<file path="config.mk">
export PLATFORM = sky130hd
export DESIGN_NAME = ebus_rst_gate
export DESIGN_NICKNAME = d
export VERILOG_FILES = /design/src/rtl/ebus_gate_pkg.sv /design/src/rtl/ebus_dly_ctr.sv /design/src/rtl/ebus_pick.sv /design/src/rtl/ebus_rst_gate.sv
export SDC_FILE = /design/constraint.sdc
export NUM_CORES = 1
export LEC_CHECK = 0
export BUFFER_PORTS_ARGS = -buffer_cell sky130_fd_sc_hd__buf_2
export CAP_MARGIN = 30
export CORE_MARGIN = 4
export CORE_UTILIZATION = 56
export DETAILED_ROUTE_END_ITERATION = 8
export PLACE_DENSITY_LB_ADDON = 0.3
export SYNTH_ARGS = -nofsm -noshare
export SYNTH_HDL_FRONTEND = slang
export SYNTH_HIERARCHICAL = 1
export SYNTH_SLANG_ARGS = --single-unit
export TNS_END_PERCENT = 20
</file>
<file path="constraint.sdc">
create_clock -name clk -period 5.4 [get_ports clk]
set_input_delay 1.08 -clock clk [delete_from_list [all_inputs] [get_ports clk]]
set_output_delay 1.08 -clock clk [all_outputs]
set_load 0.005 [all_outputs]
</file>
<file path="src/rtl/ebus_gate_pkg.sv">
package ebus_gate_pkg;

    typedef enum logic [1:0] {
        ST_IDLE = 2'd0,
        ST_ACC  = 2'd1,
        ST_REF  = 2'd2,
        ST_BUS  = 2'd3
    } gate_st_e;

    typedef enum logic [1:0] {
        PK_NONE = 2'd0,
        PK_REF  = 2'd1,
        PK_BUS  = 2'd2,
        PK_ACC  = 2'd3
    } pick_e;

    localparam logic [1:0] KIND_NONE = 2'b00;
    localparam logic [1:0] KIND_ACC  = 2'b01;
    localparam logic [1:0] KIND_REF  = 2'b10;

endpackage

</file>
<file path="src/rtl/ebus_dly_ctr.sv">
module ebus_dly_ctr #(
    parameter int CNT_W = 5
) (
    input  logic clk,
    input  logic por_n,
    output logic warm
);
    localparam logic [CNT_W-1:0] CNT_MAX = {CNT_W{1'b1}};

    logic [CNT_W-1:0] cnt_d, cnt_q;

    always_comb begin
        cnt_d = cnt_q;
        if (cnt_q != CNT_MAX) cnt_d = cnt_q + 1'b1;
    end

    always_ff @(posedge clk or negedge por_n) begin
        if (!por_n) cnt_q <= '0;
        else        cnt_q <= cnt_d;
    end

    assign warm = (cnt_q == CNT_MAX);

    // counting and saturation
    assert_cnt_step_R2: assert property (@(posedge clk) disable iff (!por_n)
        (cnt_q != CNT_MAX) |=> (cnt_q == $past(cnt_q) + 1'b1));
    assert_cnt_hold_R2: assert property (@(posedge clk) disable iff (!por_n)
        (cnt_q == CNT_MAX) |=> (cnt_q == CNT_MAX));

endmodule

</file>
<file path="src/rtl/ebus_pick.sv">
module ebus_pick
    import ebus_gate_pkg::*;
(
    input  logic  idle,
    input  logic  ref_req,
    input  logic  breq,
    input  logic  acc_ok,
    input  logic  req_valid,
    output logic  ready,
    output pick_e pick
);
    always_comb begin
        ready = idle && !ref_req && !breq && acc_ok;
        pick  = PK_NONE;
        if (idle) begin
            if (ref_req)                 pick = PK_REF;
            else if (breq)               pick = PK_BUS;
            else if (ready && req_valid) pick = PK_ACC;
        end
    end
endmodule

</file>
<file path="src/rtl/ebus_rst_gate.sv">
module ebus_rst_gate
    import ebus_gate_pkg::*;
#(
    parameter int DLY_W       = 5,
    parameter int BURST_WORDS = 4
) (
    input  logic       clk,
    input  logic       por_n,
    input  logic       mrst,
    input  logic       req_valid,
    input  logic       req_burst,
    output logic       req_ready,
    input  logic       ref_req,
    output logic       ref_ack,
    input  logic       breq,
    output logic       bgnt,
    input  logic       word_done,
    output logic       cyc_active,
    output logic [1:0] cyc_kind,
    output logic       cyc_burst,
    output logic       bus_oe
);
    localparam int LEFT_W = (BURST_WORDS > 1) ? $clog2(BURST_WORDS) : 1;
    localparam logic [LEFT_W-1:0] LAST_IDX = LEFT_W'(BURST_WORDS - 1);

    typedef struct packed {
        gate_st_e          st;
        logic [LEFT_W-1:0] left;
        logic              burst;
        logic              oe;
    } gate_regs_t;

    gate_regs_t r_d, r_q;
    logic       warm;
    logic       ready_w;
    pick_e      pick;

    ebus_dly_ctr #(.CNT_W(DLY_W)) u_dly (
        .clk   (clk),
        .por_n (por_n),
        .warm  (warm)
    );

    ebus_pick u_pick (
        .idle      (r_q.st == ST_IDLE),
        .ref_req   (ref_req),
        .breq      (breq),
        .acc_ok    (warm && !mrst),
        .req_valid (req_valid),
        .ready     (ready_w),
        .pick      (pick)
    );

    always_comb begin
        r_d     = r_q;
        ref_ack = 1'b0;
        unique case (r_q.st)
            ST_IDLE: begin
                unique case (pick)
                    PK_REF: begin
                        r_d.st  = ST_REF;
                        ref_ack = 1'b1;
                    end
                    PK_BUS: r_d.st = ST_BUS;
                    PK_ACC: begin
                        r_d.st    = ST_ACC;
                        r_d.burst = req_burst;
                        r_d.left  = req_burst ? LAST_IDX : '0;
                    end
                    default: ;
                endcase
            end
            ST_ACC: begin
                if (word_done) begin
                    if (r_q.left == '0 || mrst) begin
                        r_d.st    = ST_IDLE;
                        r_d.burst = 1'b0;
                        r_d.left  = '0;
                    end else begin
                        r_d.left = r_q.left - 1'b1;
                    end
                end
            end
            ST_REF: if (word_done) r_d.st = ST_IDLE;
            ST_BUS: if (!breq)     r_d.st = ST_IDLE;
            default: r_d.st = ST_IDLE;
        endcase
        r_d.oe = (r_d.st != ST_BUS);
    end

    always_ff @(posedge clk or negedge por_n) begin
        if (!por_n) begin
            r_q.st    <= ST_IDLE;
            r_q.left  <= '0;
            r_q.burst <= 1'b0;
            r_q.oe    <= 1'b0;
        end else begin
            r_q <= r_d;
        end
    end

    assign req_ready  = ready_w;
    assign bgnt       = (r_q.st == ST_BUS);
    assign cyc_active = (r_q.st == ST_ACC) || (r_q.st == ST_REF);
    assign cyc_kind   = (r_q.st == ST_ACC) ? KIND_ACC :
                        (r_q.st == ST_REF) ? KIND_REF : KIND_NONE;
    assign cyc_burst  = (r_q.st == ST_ACC) && r_q.burst;
    assign bus_oe     = r_q.oe;

    // power-on reset silences the bus at once
    assert_por_quiet_R1: assert property (@(posedge clk)
        !por_n |-> (!bus_oe && !cyc_active && !bgnt));
    // no access accepted before the delay counter saturates
    assert_warm_gate_R3: assert property (@(posedge clk) disable iff (!por_n)
        (req_valid && req_ready) |-> warm);
    // no new access begins while manual reset is high
    assert_no_acc_mrst_R5: assert property (@(posedge clk) disable iff (!por_n)
        (mrst && r_q.st != ST_ACC) |=> (r_q.st != ST_ACC));
    // burst ends at the word boundary seen under manual reset
    assert_burst_cut_R6: assert property (@(posedge clk) disable iff (!por_n)
        (r_q.st == ST_ACC && mrst && word_done) |=> (r_q.st == ST_IDLE));
    // refresh wins arbitration when idle
    assert_ref_first_R9: assert property (@(posedge clk) disable iff (!por_n)
        (r_q.st == ST_IDLE && ref_req) |=> (r_q.st == ST_REF));
    // bus request granted ahead of access, whatever mrst does
    assert_bus_grant_R8: assert property (@(posedge clk) disable iff (!por_n)
        (r_q.st == ST_IDLE && breq && !ref_req) |=> (bgnt && !bus_oe));

endmodule

</file>
==> results_tabular.tex <==
\begin{tabular}{lr}
\hline
Metric & Value \\
\hline
\multicolumn{2}{l}{\textbf{Yosys}} \\
\quad Post-synth EDFFs & 0 \\
\quad Number of nets produced by synthesis & slightly above 90 \\
\quad Count of state elements after synthesis & 11 \\
\quad Count of different cell masters after synthesis & 25 \\
\quad Cell types occupying the most area after synthesis & dfrtp\_1, ha\_1, mux2i\_1, inv\_1, xnor2\_1 \\
\quad Share of the synthesized area in the top cell type & 0.3537 \\
\quad Count of synthesis-stage warnings from yosys & 6 \\
\quad Sequential-to-total area share from yosys stat & 0.3537 \\
\quad Mean instance size in the synthesized netlist & around 11 µm² \\
\quad Largest area contributor in the synthesized netlist & dfrtp\_1 \\
\quad Most frequent cell after synthesis & ha\_1 \\
\quad Cell count after synthesis & roughly 70 \\
\quad Area of the mapped netlist & between 700 and 800 µm² \\
\quad Most instantiated flip-flop cell in the synthesis netlist & dfrtp\_1 \\
\quad Share of async-settable or async-resettable flops after synthesis & 1.000 \\
\quad Leading post-synthesis cells by instance count & ha\_1, dfrtp\_1, inv\_1, nor2\_1, nor2b\_1 \\
\multicolumn{2}{l}{\textbf{Power and ir drop}} \\
\quad Power spent charging and discharging nets & about 130 µW \\
\quad Worst-case vdd ir drop & between 0.2 and 0.3 mV \\
\quad Cell internal power dissipation & $\sim$210 µW \\
\quad Net switching fraction of the power & 0.3797 \\
\quad Total power after layout & $\sim$340 µW \\
\quad Part of the total power dissipated in sequential elements & 0.329 \\
\quad Clock power share & 0.155 \\
\quad Power per Cell Area & around 380 nW/µm² \\
\quad Gate power share & 0.516 \\
\quad Standby leakage power & around 0.00042 µW \\
\multicolumn{2}{l}{\textbf{Detailed routing}} \\
\quad Initial detailed-routing violation count & 3 \\
\quad Average detailed-routed wire length per instance & approximately 12 µm \\
\quad Total via count in the routed design & 568 \\
\quad Final antenna-violating net count & 0 \\
\quad Post-detailed-route via-to-cell ratio & between 5 and 6 \\
\quad Detailed-router iteration count before antenna repair & 3 \\
\quad WL final & 1313 µm \\
\quad Remaining DRCs & 0 \\
\multicolumn{2}{l}{\textbf{Cells and area}} \\
\quad Share of final-layout standard cells stronger than drive strength 1 & 0.2527 \\
\quad Post-route insts no fill & about 110 \\
\quad Number of filler instances in the final layout & 109 \\
\quad Diode count & 0 \\
\quad Net count reported at finish & 113 \\
\quad Area overhead of the layout relative to synthesis & 15.43\% \\
\multicolumn{2}{l}{\textbf{Clocking}} \\
\quad CTS Buffer Depth & 2 \\
\quad CTS Buf Count & 3 \\
\quad Clock latency on the worst-skew pair & 0.26 ns \\
\quad Clock net sink count & 11 \\
\quad Number of buffers inserted to repair setup after CTS & 0 \\
\quad Depth of the CTS H-tree & 1 \\
\quad Clk slew on worst S/H paths & $\sim$0.06 ns \\
\quad Post-cts resize count & 0 \\
\quad Clock Tree Root & clkbuf\_4 \\
\quad CTS tree & yes \\
\quad Number of buffers added to fix hold violations after cts & 0 \\
\multicolumn{2}{l}{\textbf{Placement}} \\
\quad Weighted congestion at the end of routability-driven global placement & between 0.8 and 0.9 \\
\quad Pre-CTS WS & between 2 and 2.5 ns \\
\quad Total half-perimeter wirelength after legalization and detailed placement & around 1100 µm \\
\quad Port Buffer Count & 15 \\
\quad Placed instance count & between 100 and 150 \\
\multicolumn{2}{l}{\textbf{Critical path}} \\
\quad Maximum fanout encountered on the critical timing path & 3 \\
\quad Arrival time reported for the critical path endpoint & between 2 and 2.5 ns \\
\quad Worst path required time & between 4 and 5 ns \\
\quad Kind of critical path & input pin to output pin \\
\quad CP Capture Type & output pin \\
\quad CP Launch Type & input pin \\
\multicolumn{2}{l}{\textbf{STA}} \\
\quad Final period util & 0.6170 \\
\quad Tightest Pin Transition & $\sim$0.43 ns \\
\quad Final number of max-transition violations & 0 \\
\quad Worst Skew & 0.002302 ns \\
\quad Final Worst Setup Slack & slightly above 2 ns \\
\quad RSZ-0062 raised after global routing & false \\
\quad Setup TNS Final & 0 ns \\
\quad Endpoints failing hold & 0 \\
\quad Number of failing setup endpoints in the final timing report & 0 \\
\quad Tmin final & roughly 3.3 ns \\
\quad Worst slew slack as a fraction of its limit & 0.7113 \\
\quad Highest clock rate & roughly 0.3 GHz \\
\multicolumn{2}{l}{\textbf{GRT}} \\
\quad Vias in the first global route & between 500 and 600 \\
\quad Global routing usage summed across all routing layers & 0.1556 \\
\quad Number of antenna violations at the first check in global routing & 0 \\
\quad First-pass GRT wire length & between 2000 and 2500 µm \\
\quad Total global routing overflow & 0 \\
\quad Maximum number of pins on one net before global-route repair & 12 \\
\multicolumn{2}{l}{\textbf{Floorplan}} \\
\quad Cell row count & 13 \\
\quad Chip height & approximately 45 µm \\
\quad Effective utilization at floorplan & 0.5981 \\
\quad Total Die Area & around 2100 µm² \\
\quad Width of the chip & between 40 and 50 µm \\
\quad Placeable core area & 1301 µm² \\
\quad Io pins & 16 \\
\multicolumn{2}{l}{\textbf{Min path}} \\
\quad Hold/Removal Path Class & flop to flop \\
\multicolumn{2}{l}{\textbf{Run status}} \\
\quad Status & complete, no violations \\
\multicolumn{2}{l}{\textbf{Job}} \\
\quad Max\_cap viols & 0 \\
\hline
\end{tabular}
## layout make-up
cell class / count / area (µm²) / share of cell area
multi-input cells: 54 / 476.7 / 0.5306
flip-flops and latches: 11 / 275.3 / 0.3064
repair buffers: 15 / 75.07 / 0.08357
clock buffers: 4 / 26.28 / 0.02925
inverters: 7 / 26.28 / 0.02925
well taps: 15 / 18.77 / 0.02089
## power groups by stage
stage	logic, µW	clock network (µW)	registers, µW
finish	176	52.7	112
global route	199	62.3	114
CTS	178	56.7	112
detailed placement	177	0	113
global placement	168	0	114
floorplan	126	0	112
## cells by family (layout without fill, tap and decap cells)
logic type      count (synthesis)  count (layout)  synth area share
compound gates                  9               9           0.09325
xor+xnor                        3               3           0.03377
fa+ha+maj                      13              13            0.2090
buf+inv                         7              26           0.03377
flops                          11              11            0.3537
mux                             5               5           0.06752
simple gates                   24              24            0.2090
## worst paths after layout
| path | start | end | slack (ns) | cells past startpoint |
|---|---|---|---|---|
| setup / recovery | mrst | ref_ack | 2.07 | 8 |
| hold / removal | u_dly/cnt_q[3] | u_dly/cnt_q[3] | 0.48 | 1 |
| setup reg to reg | u_dly/cnt_q[0] | r_q[5] | 2.99 | 11 |
| hold reg to reg | u_dly/cnt_q[3] | u_dly/cnt_q[3] | 0.48 | 1 |
| max in group asynchronous | por_n | r_q[5] | 4.54 | 1 |
| min in group asynchronous | por_n | u_dly/cnt_q[3] | 0.67 | 1 |
## cells in the final DEF, fill, tap and decap left out, drive strengths merged, types with 3 or more instances in the layout
| cell | Yosys | final |
|---|---|---|
| nor2b | 4 | 4 |
| buf | 0 | 15 |
| nor2 | 4 | 4 |
| clkbuf | 0 | 4 |
| xnor2 | 3 | 3 |
| ha | 13 | 13 |
| mux2i | 3 | 3 |
| inv | 7 | 7 |
| dfrtp | 11 | 11 |
## routing by layer
layer,track usage,part of all wire
met1,0.1914,0.47
met2,0.2458,0.47
met3,0.05179,0.050
met4,0.07018,0.0091
met5,0,0
## sequential cells by signal (all words and copies together) (netlist names)
register     flops
r_q              5
u_dly/cnt_q      5
bus_oe           1
## stage by stage
step                      hold WS [ns]  utilization  area (µm²)
after floorplan                 0.4388            -       778.2
after global placement          0.4566       0.6702       872.1
after detailed placement        0.4657       0.6702       872.1
after CTS                       0.4741       0.6904       898.4
after global routing            0.5090       0.6904       898.4
final                           0.4764       0.6904       898.4
## critical path, stage by stage
cell	delay (ns)
buf_2	0.11
nor2b_1	0.18
a21oi_1	0.11
nor3b_2	0.24
inv_1	0.10
ha_1	0.18
and2_1	0.14
buf_2	0.12
No activity file was read; power rests on OpenSTA's default activity.
